**config.mk**
```make
export PLATFORM = sky130hd
export DESIGN_NAME = spi_runstop_master
export DESIGN_NICKNAME = d
export VERILOG_FILES = /design/src/rtl/spi_rs_pkg.sv /design/src/rtl/spi_rs_clkgen.sv /design/src/rtl/spi_rs_ctrl.sv /design/src/rtl/spi_rs_shifter.sv /design/src/rtl/spi_runstop_master.sv
export SDC_FILE = /design/constraint.sdc
export NUM_CORES = 1
export LEC_CHECK = 0
export CORE_ASPECT_RATIO = 0.7
export CORE_MARGIN = 2
export CORE_UTILIZATION = 55
export DETAILED_ROUTE_END_ITERATION = 10
export GPL_TIMING_DRIVEN = 0
export PLACE_DENSITY_LB_ADDON = 0.05
export SLEW_MARGIN = 20
export SYNTH_ARGS = -nofsm -noshare
export SYNTH_HDL_FRONTEND = slang
export SYNTH_HIERARCHICAL = 1
export SYNTH_SLANG_ARGS = --single-unit
```
**constraint.sdc**
```tcl
create_clock -name clk -period 4.5 [get_ports clk]
set_input_delay 0.45 -clock clk [delete_from_list [all_inputs] [get_ports clk]]
set_output_delay 0.45 -clock clk [all_outputs]
set_load 0.05 [all_outputs]
```
**src/rtl/spi_rs_pkg.sv**
```systemverilog
package spi_rs_pkg;

    localparam int unsigned MIN_FRAME = 4;
    localparam logic [1:0]  CFG_SPI   = 2'b00;

    typedef enum logic {
        ST_STOP = 1'b0,
        ST_RUN  = 1'b1
    } run_state_e;

    typedef enum logic [2:0] {
        PH_IDLE  = 3'd0,
        PH_LEAD  = 3'd1,
        PH_HIGH  = 3'd2,
        PH_LOW   = 3'd3,
        PH_TRAIL = 3'd4
    } phase_e;

endpackage

```
**src/rtl/spi_rs_clkgen.sv**
```systemverilog
module spi_rs_clkgen #(
    parameter int unsigned DIV_W = 8
) (
    input  logic             clk,
    input  logic             rst_n,
    input  logic             en,
    input  logic [DIV_W-1:0] div,
    output logic             tick
);

    typedef struct packed {
        logic [DIV_W-1:0] cnt;
    } cg_regs_t;

    cg_regs_t r_q, r_d;

    always_comb begin
        r_d  = r_q;
        tick = en && (r_q.cnt == div);
        if (!en || tick) begin
            r_d.cnt = '0;
        end else begin
            r_d.cnt = r_q.cnt + 1'b1;
        end
    end

    always_ff @(posedge clk or negedge rst_n) begin
        if (!rst_n) begin
            r_q <= '0;
        end else begin
            r_q <= r_d;
        end
    end

endmodule

```
**src/rtl/spi_rs_ctrl.sv**
```systemverilog
module spi_rs_ctrl
    import spi_rs_pkg::*;
(
    input  logic       clk,
    input  logic       rst_n,
    input  logic [1:0] cfg_mode,
    input  logic       halt,
    input  logic       frz_en,
    input  logic       dbg_mode,
    input  logic       eoq_clr,
    input  logic       busy,
    input  logic       frame_done,
    input  logic       done_eoq,
    output logic       running,
    output logic       eoq_flag,
    output logic       launch_ok
);

    typedef struct packed {
        run_state_e st;
        logic       eoq;
    } ctrl_regs_t;

    localparam ctrl_regs_t CTRL_RST = '{st: ST_STOP, eoq: 1'b0};

    ctrl_regs_t r_q, r_d;
    logic       stop_req;

    always_comb begin
        r_d      = r_q;
        stop_req = r_q.eoq || halt || (dbg_mode && frz_en) || (cfg_mode != CFG_SPI);

        case (r_q.st)
            ST_STOP: begin
                if (!stop_req) begin
                    r_d.st = ST_RUN;
                end
            end
            ST_RUN: begin
                if (stop_req && !busy) begin
                    r_d.st = ST_STOP;
                end
            end
            default: r_d.st = ST_STOP;
        endcase

        if (eoq_clr) begin
            r_d.eoq = 1'b0;
        end
        if (frame_done && done_eoq) begin
            r_d.eoq = 1'b1;
        end
    end

    always_ff @(posedge clk or negedge rst_n) begin
        if (!rst_n) begin
            r_q <= CTRL_RST;
        end else begin
            r_q <= r_d;
        end
    end

    assign running   = (r_q.st == ST_RUN);
    assign eoq_flag  = r_q.eoq;
    assign launch_ok = running && !stop_req;

endmodule

```
**src/rtl/spi_rs_shifter.sv**
```systemverilog
module spi_rs_shifter
    import spi_rs_pkg::*;
#(
    parameter  int unsigned DATA_W = 16,
    parameter  int unsigned CS_N   = 8,
    parameter  int unsigned DIV_W  = 8,
    localparam int unsigned LEN_W  = $clog2(DATA_W + 1),
    localparam int unsigned CS_W   = $clog2(CS_N)
) (
    input  logic              clk,
    input  logic              rst_n,
    input  logic              launch_ok,
    input  logic              cmd_valid,
    output logic              cmd_ready,
    input  logic [DATA_W-1:0] cmd_data,
    input  logic [LEN_W-1:0]  cmd_len,
    input  logic [CS_W-1:0]   cmd_cs,
    input  logic              cmd_eoq,
    input  logic [DIV_W-1:0]  clk_div,
    output logic              rsp_valid,
    input  logic              rsp_ready,
    output logic [DATA_W-1:0] rsp_data,
    input  logic              tick,
    output logic              tick_en,
    output logic [DIV_W-1:0]  div_o,
    input  logic              sin,
    output logic              sck,
    output logic              sout,
    output logic [CS_N-1:0]   cs_n,
    output logic              busy,
    output logic              frame_done,
    output logic              done_eoq
);

    localparam logic [LEN_W-1:0] LEN_MIN = LEN_W'(MIN_FRAME);
    localparam logic [LEN_W-1:0] LEN_MAX = LEN_W'(DATA_W);

    typedef struct packed {
        phase_e            phase;
        logic [DATA_W-1:0] shreg;
        logic [DATA_W-1:0] rxreg;
        logic [DATA_W-1:0] rsp;
        logic              rspv;
        logic [LEN_W-1:0]  bits;
        logic [CS_W-1:0]   cs;
        logic [DIV_W-1:0]  div;
        logic              eoq;
    } sh_regs_t;

    sh_regs_t          r_q, r_d;
    logic [LEN_W-1:0]  eff_len;
    logic [LEN_W-1:0]  pad;
    logic              accept;

    // length limited into the legal window
    always_comb begin
        if (cmd_len < LEN_MIN) begin
            eff_len = LEN_MIN;
        end else if (cmd_len > LEN_MAX) begin
            eff_len = LEN_MAX;
        end else begin
            eff_len = cmd_len;
        end
        pad = LEN_MAX - eff_len;
    end

    assign busy      = (r_q.phase != PH_IDLE);
    assign cmd_ready = launch_ok && !busy && !r_q.rspv;
    assign accept    = cmd_valid && cmd_ready;

    always_comb begin
        r_d        = r_q;
        frame_done = 1'b0;

        if (r_q.rspv && rsp_ready) begin
            r_d.rspv = 1'b0;
        end

        case (r_q.phase)
            PH_IDLE: begin
                if (accept) begin
                    r_d.phase = PH_LEAD;
                    r_d.shreg = cmd_data << pad;
                    r_d.rxreg = '0;
                    r_d.bits  = eff_len;
                    r_d.cs    = cmd_cs;
                    r_d.div   = clk_div;
                    r_d.eoq   = cmd_eoq;
                end
            end
            PH_LEAD: begin
                if (tick) begin
                    r_d.phase = PH_HIGH;
                    r_d.rxreg = {r_q.rxreg[DATA_W-2:0], sin};
                end
            end
            PH_HIGH: begin
                if (tick) begin
                    r_d.shreg = {r_q.shreg[DATA_W-2:0], 1'b0};
                    r_d.bits  = r_q.bits - 1'b1;
                    if (r_q.bits == LEN_W'(1)) begin
                        r_d.phase = PH_TRAIL;
                    end else begin
                        r_d.phase = PH_LOW;
                    end
                end
            end
            PH_LOW: begin
                if (tick) begin
                    r_d.phase = PH_HIGH;
                    r_d.rxreg = {r_q.rxreg[DATA_W-2:0], sin};
                end
            end
            PH_TRAIL: begin
                if (tick) begin
                    r_d.phase  = PH_IDLE;
                    r_d.rspv   = 1'b1;
                    r_d.rsp    = r_q.rxreg;
                    frame_done = 1'b1;
                end
            end
            default: r_d.phase = PH_IDLE;
        endcase
    end

    always_ff @(posedge clk or negedge rst_n) begin
        if (!rst_n) begin
            r_q <= '0;
        end else begin
            r_q <= r_d;
        end
    end

    assign done_eoq  = r_q.eoq;
    assign rsp_valid = r_q.rspv;
    assign rsp_data  = r_q.rsp;
    assign tick_en   = busy;
    assign div_o     = r_q.div;
    assign sck       = (r_q.phase == PH_HIGH);
    assign sout      = r_q.shreg[DATA_W-1];

    for (genvar g = 0; g < CS_N; g++) begin : g_cs
        assign cs_n[g] = ~(busy && (r_q.cs == CS_W'(g)));
    end

endmodule

```
**src/rtl/spi_runstop_master.sv**
```systemverilog
module spi_runstop_master #(
    parameter  int unsigned DATA_W = 16,
    parameter  int unsigned CS_N   = 8,
    parameter  int unsigned DIV_W  = 8,
    localparam int unsigned LEN_W  = $clog2(DATA_W + 1),
    localparam int unsigned CS_W   = $clog2(CS_N)
) (
    input  logic              clk,
    input  logic              rst_n,
    input  logic [1:0]        cfg_mode,
    input  logic              halt,
    input  logic              frz_en,
    input  logic              dbg_mode,
    input  logic              eoq_clr,
    input  logic [DIV_W-1:0]  clk_div,
    input  logic              cmd_valid,
    output logic              cmd_ready,
    input  logic [DATA_W-1:0] cmd_data,
    input  logic [LEN_W-1:0]  cmd_len,
    input  logic [CS_W-1:0]   cmd_cs,
    input  logic              cmd_eoq,
    output logic              rsp_valid,
    input  logic              rsp_ready,
    output logic [DATA_W-1:0] rsp_data,
    output logic              sck,
    output logic              sout,
    input  logic              sin,
    output logic [CS_N-1:0]   cs_n,
    output logic              running,
    output logic              eoq_flag
);

    logic             launch_ok;
    logic             busy;
    logic             frame_done;
    logic             done_eoq;
    logic             tick;
    logic             tick_en;
    logic [DIV_W-1:0] div_act;

    spi_rs_ctrl u_ctrl (
        .clk        (clk),
        .rst_n      (rst_n),
        .cfg_mode   (cfg_mode),
        .halt       (halt),
        .frz_en     (frz_en),
        .dbg_mode   (dbg_mode),
        .eoq_clr    (eoq_clr),
        .busy       (busy),
        .frame_done (frame_done),
        .done_eoq   (done_eoq),
        .running    (running),
        .eoq_flag   (eoq_flag),
        .launch_ok  (launch_ok)
    );

    spi_rs_clkgen #(.DIV_W(DIV_W)) u_clkgen (
        .clk   (clk),
        .rst_n (rst_n),
        .en    (tick_en),
        .div   (div_act),
        .tick  (tick)
    );

    spi_rs_shifter #(
        .DATA_W (DATA_W),
        .CS_N   (CS_N),
        .DIV_W  (DIV_W)
    ) u_shift (
        .clk        (clk),
        .rst_n      (rst_n),
        .launch_ok  (launch_ok),
        .cmd_valid  (cmd_valid),
        .cmd_ready  (cmd_ready),
        .cmd_data   (cmd_data),
        .cmd_len    (cmd_len),
        .cmd_cs     (cmd_cs),
        .cmd_eoq    (cmd_eoq),
        .clk_div    (clk_div),
        .rsp_valid  (rsp_valid),
        .rsp_ready  (rsp_ready),
        .rsp_data   (rsp_data),
        .tick       (tick),
        .tick_en    (tick_en),
        .div_o      (div_act),
        .sin        (sin),
        .sck        (sck),
        .sout       (sout),
        .cs_n       (cs_n),
        .busy       (busy),
        .frame_done (frame_done),
        .done_eoq   (done_eoq)
    );

endmodule

```
* Word-level counts from Yosys, hierarchy flattened
Index checks and enable logic that the tools add are counted.
Cells by class: $add $sub $neg 3, magnitude comparators 2, eq/ne operators 17, shift operators 1, muxes and demuxes 25, bitwise gates (word level) 9, reductions and logical operators 37
Operators with widths (number):
- $pmux W16 S2 | 2
- $mux W35 | 1
- $mux W19 | 1
- $logic_and A1 B1 Y1 | 17
- $mux W17 | 1
- $mux W16 | 1
- $shl A16 B5 Y16 | 1
- $eq A3 B3 Y1 const B | 5
- $mux W5 | 3
- $eq A3 B2 Y1 const B | 4
- $pmux W3 S4 | 1
- $pmux W5 S2 | 1
- $mux W1 | 9
- $mux W3 | 3
- $not A1 Y1 | 9
- $add A8 B1 Y8 const B | 1
- $eq A8 B8 Y1 | 1
- $mux W8 | 1
- $reduce_bool A2 Y1 | 4
- $eq A3 B1 Y1 const B | 2
- $logic_not A3 Y1 | 2
- $ne A2 B1 Y1 const B | 3
- $reduce_and A3 Y1 | 2
- $eq A5 B1 Y1 const B | 1
- other kinds (12) | 18
Word-level totals: bits in registers 79, bits of input ports 44, output and inout port bits 30, logic and storage cells 106

* Depth between registers and ports, before layout
Gate-level depths: netlist (run 1).
depth in word-level cells 10, mapped depth 15, gate-level depth less buffers 10

* Modules after synthesis
Netlist (run 1), hierarchy kept.
Modules (own cells, without submodules):
- spi_rs_shifter | instances 1, cells each 454, area an instance 4240.3 µm², seq. area each 1726.7 µm²
- spi_rs_clkgen | instances 1, cells each 46, area an instance 500.5 µm², seq. area each 200.2 µm²
- spi_rs_ctrl | instances 1, cells each 10, area an instance 97.6 µm², seq. area each 50.0 µm²

* Least setup slack after synthesis (run 1)
No wires, ideal clock.
path type register to output, from register u_ctrl.r_q (netlist bit u_ctrl/eoq_flag), to output port cmd_ready, arrival 2.499 ns, data required time 4.050 ns, path slack 1.551 ns, cell stages (with the launch flop) 4, buffers on the path 0, path through dfrtp_1 > or4_1 > nor3b_2 > nor3b_1
On the way: longest elaborated chain between the ends 7
Ends and longest elaborated chain:
- from (decl) | line spi_rs_ctrl.sv:26 | ctrl_regs_t r_q, r_d;
- from (signal assigned) | line spi_rs_ctrl.sv:59 | r_q <= r_d;
- $logic_or A1 B1 Y1 (3 in series) | line spi_rs_ctrl.sv:31 | stop_req = r_q.eoq || halt || (dbg_mode && frz_en) || (cfg_mode != CFG_SPI);
- $logic_not A1 Y1
- $logic_and A1 B1 Y1 | line spi_rs_ctrl.sv:65 | assign launch_ok = running && !stop_req;
- net launch_ok | line spi_runstop_master.sv:33 | logic launch_ok;
- $logic_and A1 B1 Y1 (2 in series) | line spi_rs_shifter.sv:68 | assign cmd_ready = launch_ok && !busy && !r_q.rspv;
- to (decl) | line spi_runstop_master.sv:17 | output logic cmd_ready,
The timed path passes the listed nets, and every way through them passes these cells.

* Worst setup path in the final report (run 1)
from register u_shift.r_q (netlist bit u_shift/div_o[7]), to register u_shift/r_q[16] (netlist bit)
On the way: longest elaborated chain between the ends 4
Ends and longest elaborated chain:
- from (decl) | line spi_rs_shifter.sv:50 | sh_regs_t r_q, r_d;
- from (signal assigned) | line spi_rs_shifter.sv:130 | r_q <= r_d;
- $eq A8 B8 Y1 | line spi_rs_clkgen.sv:19 | tick = en && (r_q.cnt == div);
- $logic_and A1 B1 Y1 | line spi_rs_clkgen.sv:19
- net tick | line spi_runstop_master.sv:37 | logic tick;
- $ne A2 B1 Y1 (no line)
- $reduce_and A3 Y1 (no line)
The timed path passes the listed nets, and every way through them passes these cells. A chain may end at the register's enable or synchronous reset.

==> key figures, run 1 <==
STA
  – Max Slew Vio Count: 0
  – Final worst setup slack: ~0.95 ns
  – RSZ-0062 raised after global routing: no
  – Min cycle time layout: approximately 3.5 ns
  – Final Hold Fails: 0
  – Worst Tran Pin Value: 0.811 ns
  – Slew margin rel.: 0.455
  – Fmax: approximately 280 MHz
  – Setup_tns: 0 ns
  – Fin Clk Skew: approximately 0.0067 ns
  – Final setup fails: 0
  – Crit share post-route: 0.788

Floorplanning
  – IO Pins: 74
  – Die Wd: ~120 microns
  – Placeable Area: 0.00851 sq mm
  – Die height: 82.5 microns
  – Starting Density: 0.568
  – Die Area: 0.00958 sq mm
  – Std-Cell Rows: 28

Worst setup path
  – WP data arrival: approximately 3.7 ns
  – Critical path type: flip-flop to flip-flop
  – Worst Setup End Kind: flip-flop
  – Startpoint types: flip-flop
  – Critical path required time: between 4 and 5 ns
  – Worst Path Max Fanout: 10

Clock network
  – CTS Hold Buffers Added: 0
  – Clk_lat worst skew: 0.34 ns
  – CTS tree: done
  – Post-CTS Setup Bufs: 0
  – # clock sinks: 79
  – Number of CTS-inserted buffers: 9
  – Clk Tree Root Cell: clkbuf_16
  – Clock transition at path regs: around 0.06 ns
  – Post-CTS sizing: 0
  – Max clock buf depth: 2
  – H-tree depth: 3

Placed design
  – Dpl cells: ~700
  – Gp weighted congestion: slightly below 1
  – Input/output buffers: around 70
  – Setup Slack @ Placement: around 0.86 ns
  – Final HPWL DP: around 9600 microns

Synthesis
  – Asr flop ratio synth: 1.00
  – Main combinational cell family by area after synthesis: simple AND/OR/NAND/NOR gates
  – Synth Area in XOR/XNOR: 0.0248
  – Mapped cell area: a little under 0.005 sq mm
  – Cell count after synthesis: a little over 500
  – Number of synthesized register bits: 79
  – Syn_area_per_cell: 9.49 sq um
  – Ys Warns: 6
  – Mapped Nets: approximately 560
  – Post-synthesis compound-gate area fraction: 0.174
  – Post-synthesis mux area share: 0.118
  – Synth unique cells: between 70 and 80
  – Sequential area share after synthesis: 0.409
  – Number of synthesized flops with an enable pin: 0
  – Post-synthesis simple-gate area fraction: 0.181
  – Prevailing post-synth register cell: dfrtp_1
  – Post-Synth Adder-Cell Area: 0.0103

Layout
  – Fin cells: ~700
  – Antenna diodes: 0
  – Layout cells sized above 1: 0.184
  – Final Util: 0.706
  – Post-layout net count: 642
  – Synthesis-to-finish area growth: 24.2%

Drt
  – Final WL: roughly 13000 microns
  – Initial drt markers: 380
  – Wirelength per Cell: approximately 18 microns
  – DR vias/cell: ~5.9
  – DR vias: approximately 4200
  – Initial DRT Pass Iterations: 6
  – Final ANT Viol Nets: 0
  – Residual DRC count: 0

Job
  – Max_cap viols: 0

GRT
  – Number of global-route vias before repair: about 4000
  – Largest net degree at the start of global routing: around 60
  – Initial antenna violation count: 0
  – Total Routing Usage GR: 0.281
  – First-pass GRT wire length: between 20000 and 25000 microns
  – GRT Residual Overflow: 0

Pwr
  – Max VDD drop: about 0.27 mV
  – Total power: between 2 and 3 mW
  – Pwr dens: 453 mW/mm^2
  – Leak Pwr: around 2.6 nW

Min path
  – Worst Hold Class: input pin to async pin

Run status
  – Status: complete, no violations
## registers in the layout (all words and copies together) (netlist names)
| name | count |
|---|---|
| u_ctrl/running | 1 |
| u_shift/div_o | 8 |
| u_shift/r_q | 42 |
| u_shift/rsp_data | 16 |
| u_clkgen/r_q | 8 |
| u_shift/sout | 1 |
| u_shift/rsp_valid | 1 |
| u_ctrl/eoq_flag | 1 |
| u_shift/done_eoq | 1 |
## where the power goes
part	switching (mW)	internal [mW]	total [mW]	leakage (nW)
logic	0.715	0.404	1.12	1.41
registers	0.0960	0.836	0.932	1.06
clock network	0.294	0.375	0.669	0.125
total	1.10	1.62	2.72	2.59
## final cells by class
cell class	count	area (sq um)
fillers	674	2500
plain buffers	54	357
clock inverters	6	45.0
multi-input cells	364	2460
flip-flops and latches	79	1980
repair buffers	73	746
inverters	13	48.8
clock buffers	10	229
well taps	120	150
## worst paths after layout
path / startpoint / endpoint / slack [ns] / depth (start not counted)
max in group asynchronous: rst_n / u_shift/r_q[56]$_DFFE_PN0P_ / 3.93 / 2
min: rst_n / u_clkgen/r_q[5]$_DFF_PN0_ / 0.003 / 1
max: u_shift/div_o[7]$_DFFE_PN0P_ / u_shift/r_q[16]$_DFFE_PN0P_ / 0.95 / 11
min reg2reg: u_shift/done_eoq$_DFFE_PN0P_ / u_ctrl/eoq_flag$_DFFE_PN0P_ / 0.49 / 2
min in group clk: u_shift/done_eoq$_DFFE_PN0P_ / u_ctrl/eoq_flag$_DFFE_PN0P_ / 0.49 / 2
max reg2reg: u_shift/div_o[7]$_DFFE_PN0P_ / u_shift/r_q[16]$_DFFE_PN0P_ / 0.95 / 11
## worst max-delay path, cell delays in order (launching register included)
cell	delay [ns]
dfrtp_1	0.38
buf_4	0.14
xor2_2	0.17
nor4_2	0.74
and3_1	0.42
nand2b_1	0.16
o211a_1	0.25
clkbuf_1	0.46
clkbuf_1	0.41
nand2_1	0.11
nand2_1	0.09
o21ai_0	0.07
## per-stage QoR
stage | hold WS [ns] | instance area [sq um]
CTS | 0.00755 | 6010
global route | 0.0120 | 6010
global placement | 0.465 | 5710
floorplan | 0.154 | 4840
detailed placement | 0.370 | 5730
finish | 0.00282 | 6010
## synthesized netlist by cell type (all sizes together), types with 4 or more instances
| master | number | share of area |
|---|---|---|
| a211oi | 8 | 0.012 |
| a21oi | 22 | 0.024 |
| a221oi | 9 | 0.016 |
| a2bb2oi | 4 | 0.0072 |
| a31oi | 6 | 0.0078 |
| and2 | 6 | 0.0078 |
| and3 | 8 | 0.010 |
| buf | 36 | 0.059 |
| clkbuf | 18 | 0.014 |
| dfrtp | 79 | 0.41 |
| ha | 4 | 0.010 |
| inv | 13 | 0.010 |
| mux2 | 30 | 0.070 |
| mux2i | 7 | 0.015 |
| mux4 | 7 | 0.033 |
| nand2 | 73 | 0.057 |
| nand2b | 10 | 0.013 |
| nand3 | 19 | 0.020 |
| nor2 | 26 | 0.022 |
| nor2b | 5 | 0.0080 |
| nor3 | 10 | 0.012 |
| nor4 | 4 | 0.0078 |
| o211ai | 4 | 0.0062 |
| o21ai | 48 | 0.050 |
| or3 | 5 | 0.0065 |
| xor2 | 11 | 0.023 |
## kinds of logic after synthesis
group / after synthesis
AOI/OAI and AO/OA: 128
xor gates and xnor gates: 12
adders and majority gates: 4
buffers and inverters: 67
DFF: 79
muxes: 44
and+or+nand+nor: 176
## layout by cell type (no fill, tap or decap), types with 9 or more instances in the layout
cell,netlist,routed
nand2_1,72,72
mux2_2,30,30
clkdlybuf4s50_1,0,71
nor2_1,24,24
nand2b_1,10,10
dfrtp_1,79,79
clkbuf_1,17,18
nand3_1,19,19
a221oi_1,9,9
clkbuf_16,0,9
o21ai_0,42,42
a21oi_1,21,21
xor2_1,9,9
buf_4,25,26
inv_1,12,12
## layer usage
layer	routed length [microns]	vias to the layer above	global-route usage
li1	-	1986	-
met1	6150	2065	0.429
met2	5310	185	0.389
met3	1250	13	0.0869
met4	118	0	0.0631
met5	0	-	0
Note: power is estimated with default switching activity, not from simulation.
==> run 2, diff against run 1 <==
--- a/config.mk
+++ b/config.mk
@@ -7,7 +7,7 @@
 export LEC_CHECK = 0
 export CORE_ASPECT_RATIO = 0.7
 export CORE_MARGIN = 2
-export CORE_UTILIZATION = 55
+export CORE_UTILIZATION = 49
 export DETAILED_ROUTE_END_ITERATION = 10
 export GPL_TIMING_DRIVEN = 0
 export PLACE_DENSITY_LB_ADDON = 0.05
==> constraint.sdc (replaced) <==
create_clock -name clk -period 3 [get_ports clk]
set_input_delay 0.3 -clock clk [delete_from_list [all_inputs] [get_ports clk]]
set_output_delay 0.3 -clock clk [all_outputs]
set_load 0.05 [all_outputs]
==> run 2 against run 1 <==
Wire length fell by 0.65%. Global-route usage fell by 3.7 points. First-iteration DRC count fell by 12%. Clock power rose by 61%. Worst setup slack got worse by 0.81 ns. Register-to-register slack got worse by 0.78 ns. Sequential power rose by 50%. Sequential cell count did not move. Utilization fell by 6.7 points.
==> key figures, run 2 (synthesis results as in run 1) <==
STA
  – Worst hold slack: between 0.4 and 0.5 ns
  – Setup_tns: 0 ns
  – Final Hold Fails: 0
  – Max Slew Vio Count: 0
  – Slew margin rel.: 0.619
  – Fin Clk Skew: roughly 0.009 ns
  – Worst Tran Pin Value: ~0.57 ns
  – Final setup fails: 0
  – Crit share post-route: 0.954
  – Fmax: approximately 350 MHz
  – Min cycle time layout: about 2.9 ns

Floorplanning
  – Die Area: between 0.01 and 0.015 sq mm
  – Starting Density: 0.502
  – Placeable Area: approximately 0.0096 sq mm
  – Die height: between 80 and 90 microns
  – IO Pins: 74
  – Std-Cell Rows: 30
  – Die Wd: 123 microns

Placed design
  – Placed cell area: ~0.0057 sq mm
  – Gp weighted congestion: 0.937
  – Dpl cells: slightly above 700
  – Input/output buffers: a little over 70
  – Final HPWL DP: ~9400 microns

Layout
  – Commonest non-fill, non-tap cell in the layout: dfrtp_1
  – Fin cells: 734
  – Reg area: 0.00198 sq mm
  – Largest register FFs: 42
  – Fill cells: 789
  – Area of the multi-input gates: 0.00251 sq mm
  – Final Cell Area: 0.00616 sq mm
  – Most frequent cells in the layout: 79 x dfrtp_1, 72 x nand2_1, 67 x clkdlybuf4s50_1, 42 x o21ai_0, 35 x buf_4
  – Synthesis-to-finish area growth: 27.4%
  – Post-layout net count: 650
  – Antenna diodes: 0
  – Largest Register: u_shift/r_q
  – Layout cells sized above 1: 0.210

Clock network
  – Max clock buf depth: 2
  – Clock transition at path regs: 0.06 ns
  – H-tree depth: 3
  – # clock sinks: between 70 and 80
  – Clk Tree Root Cell: clkbuf_16
  – Clk_lat worst skew: approximately 0.33 ns
  – CTS tree: done
  – Number of CTS-inserted buffers: 9

Job
  – Max_cap viols: 0

Drt
  – Wirelength per Cell: 17.4 microns
  – Final WL: between 10000 and 15000 microns
  – Final ANT Viol Nets: 0
  – DR vias: approximately 4300
  – Initial DRT Pass Iterations: 5
  – Residual DRC count: 0
  – Initial drt markers: between 300 and 400
  – DR vias/cell: approximately 5.8

Pwr
  – Max VDD drop: 0.392 mV
  – Internal power: ~2.6 mW
  – Sw frac: 0.387
  – Logic pwr share: 0.423
  – Clk pwr share: 0.252
  – Reg power frac: 0.325
  – Leak Pwr: ~2.7 nW
  – Pwr dens: between 600 and 700 mW/mm^2
  – Switching power: around 1.7 mW

Worst setup path
  – Worst Setup End Kind: flip-flop
  – Worst Path Max Fanout: 10
  – Startpoint types: input pin
  – Critical path required time: between 3 and 4 ns
  – Critical path type: input pin to flip-flop
  – WP data arrival: approximately 3 ns

Run status
  – Status: complete, no violations

GRT
  – Number of global-route vias before repair: 3850
  – Largest net degree at the start of global routing: 43
  – Total Routing Usage GR: 0.244
  – Initial antenna violation count: 0
  – First-pass GRT wire length: approximately 20000 microns
  – GRT Residual Overflow: 0

Min path
  – Worst Hold Class: input pin to flip-flop
run 2: cell count changes in the layout (fill, tap and decap cells not counted), moves of 3 or more:
cell and change:
dlygate4sd2_1 +3, clkdlybuf4s50_1 -4, buf_4 +9, clkbuf_2 +5, clkbuf_1 -7
run 2: worst max-delay path: stages:
cell and delay, ns:
dlygate4sd2_1 0.29, o21ba_4 0.23, and2_1 0.16, buf_6 0.15, inv_1 0.09, buf_6 0.15
ha_1 0.16, buf_2 0.21, inv_1 0.10, a21oi_2 0.30, and2_2 0.28, o21ai_1 0.09
a2111o_1 0.34, o211ai_1 0.18
run 2: path summary, 6_finish.rpt:
check / startpoint / to / slack [ns] / depth (start not counted)
max: cmd_len[2] / u_shift/sout$_DFFE_PN0P_ / 0.14 / 14
min: cmd_len[4] / u_shift/r_q[15]$_DFFE_PN0P_ / 0.43 / 4
max reg2reg: u_shift/div_o[3]$_DFFE_PN0P_ / u_shift/r_q[16]$_DFFE_PN0P_ / 0.17 / 12
min reg2reg: u_shift/done_eoq$_DFFE_PN0P_ / u_ctrl/eoq_flag$_DFFE_PN0P_ / 0.48 / 2
max in group asynchronous: rst_n / u_shift/rsp_valid$_DFF_PN0_ / 1.92 / 3
min in group asynchronous: rst_n / u_shift/r_q[9]$_DFFE_PN0P_ / 0.48 / 2
run 2: power by group through the flow:
stage	clock network, mW	registers [mW]	logic [mW]
2_1_floorplan	0	1.40	1.14
4_1_cts	1.11	1.39	1.69
3_5_place_dp	0	1.40	1.65
3_3_place_gp	0	1.40	1.62
5_1_grt	1.16	1.41	1.99
6_report	1.08	1.40	1.82
run 2: layout make-up:
cell class,count,area share
plain buffers,53,0.0589
clock buffers,11,0.0394
well taps,128,0.0260
flip-flops and latches,79,0.321
multi-input cells,364,0.407
repair buffers,82,0.131
inverters,13,0.00792
clock inverters,4,0.00893
run 2: repair_timing:
item,in CTS,in global routing
hold endpoints to repair,37,0
setup buffers,1,7
hold buffers,1,0
endpoints found under the setup margin,40,21
gates resized for setup,17,6
pin swaps,1,2
run 2: per-layer routing:
metal | track usage | share of wire
met1 | 0.389 | 0.49
met2 | 0.321 | 0.41
met3 | 0.0707 | 0.095
met4 | 0.0533 | 0.0048
met5 | 0 | 0
run 2: stage by stage:
stage / total power [mW] / setup WS (ns) / util
final: 4.30 / 0.139 / 0.639
after detailed placement: 3.05 / -0.514 / 0.595
after global placement: 3.02 / -1.27 / 0.593
after floorplan: 2.54 / 0.181 / -
after CTS: 4.20 / 0.00151 / 0.633
after global routing: 4.57 / -0.0170 / 0.639
==> run 3, diff against run 2 <==
--- a/config.mk
+++ b/config.mk
@@ -7,7 +7,7 @@
 export LEC_CHECK = 0
 export CORE_ASPECT_RATIO = 0.7
 export CORE_MARGIN = 2
-export CORE_UTILIZATION = 49
+export CORE_UTILIZATION = 55
 export DETAILED_ROUTE_END_ITERATION = 10
 export GPL_TIMING_DRIVEN = 0
 export PLACE_DENSITY_LB_ADDON = 0.05
@@ -16,3 +16,4 @@
 export SYNTH_HDL_FRONTEND = slang
 export SYNTH_HIERARCHICAL = 1
 export SYNTH_SLANG_ARGS = --single-unit
+export TNS_END_PERCENT = 5
==> constraint.sdc (replaced) <==
create_clock -name clk -period 3.3 [get_ports clk]
set_input_delay 0.33 -clock clk [delete_from_list [all_inputs] [get_ports clk]]
set_output_delay 0.33 -clock clk [all_outputs]
set_load 0.05 [all_outputs]
==> run 3 against run 2 <==
Largest cell class unchanged. First-iteration DRC count increased by 23%. Critical path depth decreased by 1. Cell area decreased by 1.2%. Worst hold slack about the same. Sequential power decreased by 9%. Utilization increased by 7.6 points. Global-route usage increased by 4.0 points. Die area decreased by 10%. Register-to-register slack improved by 0.09 ns.
==> key figures, run 3 (synthesis results as in run 1) <==
STA
  – Final Hold Fails: 0
  – Worst Tran Pin Value: just over 0.6 ns
  – RSZ-0062 raised after global routing: yes
  – Slew margin rel.: 0.589
  – Final setup fails: 0
  – Min cycle time layout: 3.26 ns
  – Fmax: between 300 and 400 MHz
  – Fin Clk Skew: ~0.0065 ns
  – Max Slew Vio Count: 0
  – Crit share post-route: 0.987
  – Final worst setup slack: 0.0443 ns

Pwr
  – Logic pwr share: 0.427
  – Clk pwr share: 0.239
  – Max VDD drop: between 0.3 and 0.4 mV
  – Internal power: approximately 2.3 mW
  – Total power: roughly 3.8 mW
  – Switching power: 1.55 mW
  – Reg power frac: 0.334
  – Pwr dens: 627 mW/mm^2
  – Sw frac: 0.406
  – Leak Pwr: between 2 and 3 nW

Layout
  – Synthesis-to-finish area growth: 25.8%
  – Layout cells sized above 1: 0.197
  – Antenna diodes: 0
  – Largest Register: u_shift/r_q
  – Most frequent cells in the layout: 79 x dfrtp_1, 72 x nand2_1, 71 x clkdlybuf4s50_1, 42 x o21ai_0
  – Fill cells: between 600 and 700
  – Largest register FFs: 42
  – Area of the multi-input gates: around 0.0025 sq mm
  – Final Cell Area: between 0.006 and 0.007 sq mm
  – Commonest non-fill, non-tap cell in the layout: dfrtp_1
  – Reg area: 0.00198 sq mm
  – Post-layout net count: about 650
  – Final Util: 0.715

Drt
  – DR vias: roughly 4300
  – DR vias/cell: 6.00
  – Wirelength per Cell: around 18 microns
  – Initial DRT Pass Iterations: 5
  – Final ANT Viol Nets: 0
  – Initial drt markers: between 400 and 500
  – Final WL: ~13000 microns
  – Residual DRC count: 0

Worst setup path
  – RR Startpoint: u_shift/r_q[68]$_DFFE_PN0P_
  – Reg-to-reg critical path endpoint: u_shift/r_q[56]$_DFFE_PN0P_
  – Worst Path Max Fanout: 10
  – Worst R2R Setup Slack: around 0.26 ns
  – WP data arrival: between 3 and 4 ns
  – Crit. Startpoint: cmd_len[2]
  – Crit-path max cell delay: approximately 0.57 ns
  – Startpoint types: input pin
  – Crit path max-delay family: compound AO/OA/AOI/OAI gates
  – Worst path depth: 13
  – Worst Setup End Kind: flip-flop
  – Crit path to: u_shift/sout$_DFFE_PN0P_
  – Reg2reg path depth: 10
  – Critical path required time: ~3.5 ns
  – Slowest cell on crit path: clkdlybuf4s50_1
  – Worst path cell trace: clkdlybuf4s50_1, o21ba_4, and2_1, buf_6, inv_1, buf_6, ha_1, buf_2, nor3_2, o21ai_0, a31o_1, a2111o_1, o211ai_1
  – Most frequent CP cell: buf_6
  – Critical path type: input pin to flip-flop
  – Buffers & Inverters on Critical Path: 5

Floorplanning
  – Placeable Area: around 0.0085 sq mm
  – Die Wd: ~120 microns
  – IO Pins: 74
  – Die height: 82.5 microns
  – Die Area: approximately 0.0096 sq mm
  – Starting Density: 0.568
  – Std-Cell Rows: 28

Clock network
  – Clk Tree Root Cell: clkbuf_16
  – Clk_lat worst skew: 0.34 ns
  – Max clock buf depth: 2
  – Number of CTS-inserted buffers: 9
  – H-tree depth: 3
  – CTS tree: done
  – # clock sinks: between 70 and 80
  – Clock transition at path regs: around 0.06 ns

Run status
  – Status: complete, no violations

GRT
  – Met1 track demand over resource: 0.431
  – Largest net degree at the start of global routing: 59
  – Initial antenna violation count: 0
  – Met2 GRT Util: 0.395
  – First-pass GRT wire length: between 20000 and 25000 microns
  – Total Routing Usage GR: 0.284
  – Number of global-route vias before repair: between 3000 and 4000
  – GRT Residual Overflow: 0
  – M3 GR Usage: 0.0891
  – GRT busiest layer: met1

Placed design
  – Gp weighted congestion: roughly 0.97
  – Input/output buffers: slightly above 70
  – Final HPWL DP: 9610 microns
  – Placed cell area: ~0.0057 sq mm
  – Setup Slack @ Placement: -0.219 ns

Job
  – Max_cap viols: 0

Min path
  – Worst Hold Class: input pin to async pin
==> run 3: cell count changes in the layout (fill, tap and decap cells not counted), moves of 2 or more <==
cell	delta
clkbuf_2	-2
clkbuf_1	+4
clkinvlp_4	+2
buf_4	-5
clkdlybuf4s50_1	+4
dlygate4sd2_1	-3
==> run 3: worst reg2reg max path, delay by kind of cell (launching register included) <==
| kind | cells | cell delay (ns) |
|---|---|---|
| DFF | 1 | 0.46 |
| AOI/OAI and AO/OA | 3 | 0.50 |
| buffers and inverters | 4 | 1.20 |
| and+or+nand+nor | 3 | 0.80 |
==> run 3: area by class of cell <==
cell class / instances / share of cell area
Clock buffer: 10 / 0.0376
Multi-Input combinational cell: 364 / 0.409
Timing Repair Buffer: 78 / 0.129
Sequential cell: 79 / 0.325
Clock inverter: 6 / 0.00740
Inverter: 13 / 0.00801
Tap cell: 120 / 0.0247
Buffer: 54 / 0.0592
==> run 3: metrics by stage <==
| step | cells | hold WS, ns | setup TNS, ns |
|---|---|---|---|
| final | 724 | 0.429 | 0 |
| after global routing | 724 | 0.454 | -0.0926 |
| after CTS | 720 | 0.434 | 0 |
| after detailed placement | 703 | 0.250 | -3.37 |
| after global placement | 702 | 0.465 | -76.04 |
| after floorplan | 510 | 0.0344 | 0 |
==> run 3: how the worst min path moves through the flow <==
stage                                            from                          end  slack, ns  cells past startpoint
after CTS                                       rst_n    u_clkgen/r_q[5]$_DFF_PN0_       0.43                      2
after floorplan                                 rst_n    u_clkgen/r_q[0]$_DFF_PN0_       0.03                      0
after detailed placement                        rst_n   u_shift/r_q[9]$_DFFE_PN0P_       0.25                      1
after global routing                            rst_n    u_clkgen/r_q[5]$_DFF_PN0_       0.45                      2
final                                           rst_n    u_clkgen/r_q[5]$_DFF_PN0_       0.43                      2
after global placement    u_shift/r_q[16]$_DFFE_PN0P_  u_shift/r_q[16]$_DFFE_PN0P_       0.47                      2
==> run 3: power by group through the flow <==
stage	logic [mW]	registers (mW)	clock network, mW
after global placement	1.45	1.27	0
after floorplan	1.04	1.27	0
after global routing	1.77	1.30	0.970
after CTS	1.53	1.27	0.932
after detailed placement	1.50	1.28	0
final	1.63	1.27	0.912
==> run 3: per-layer routing <==
metal / vias to the layer above / share of wire / wire (microns)
met5: - / 0 / 0
met4: 0 / 0.013 / 164
met3: 18 / 0.10 / 1350
met2: 227 / 0.42 / 5460
met1: 2108 / 0.47 / 6110
li1: 1991 / - / -
==> run 3: what timing repair did <==
| item | in CTS | in global routing |
|---|---|---|
| resized for setup | 3 | 8 |
| hold buffers | 1 | 0 |
| endpoints found under the setup margin | 21 | 19 |
| pin swaps | 0 | 2 |
| setup buffers | 0 | 4 |
| hold endpoints to repair | 21 | 0 |
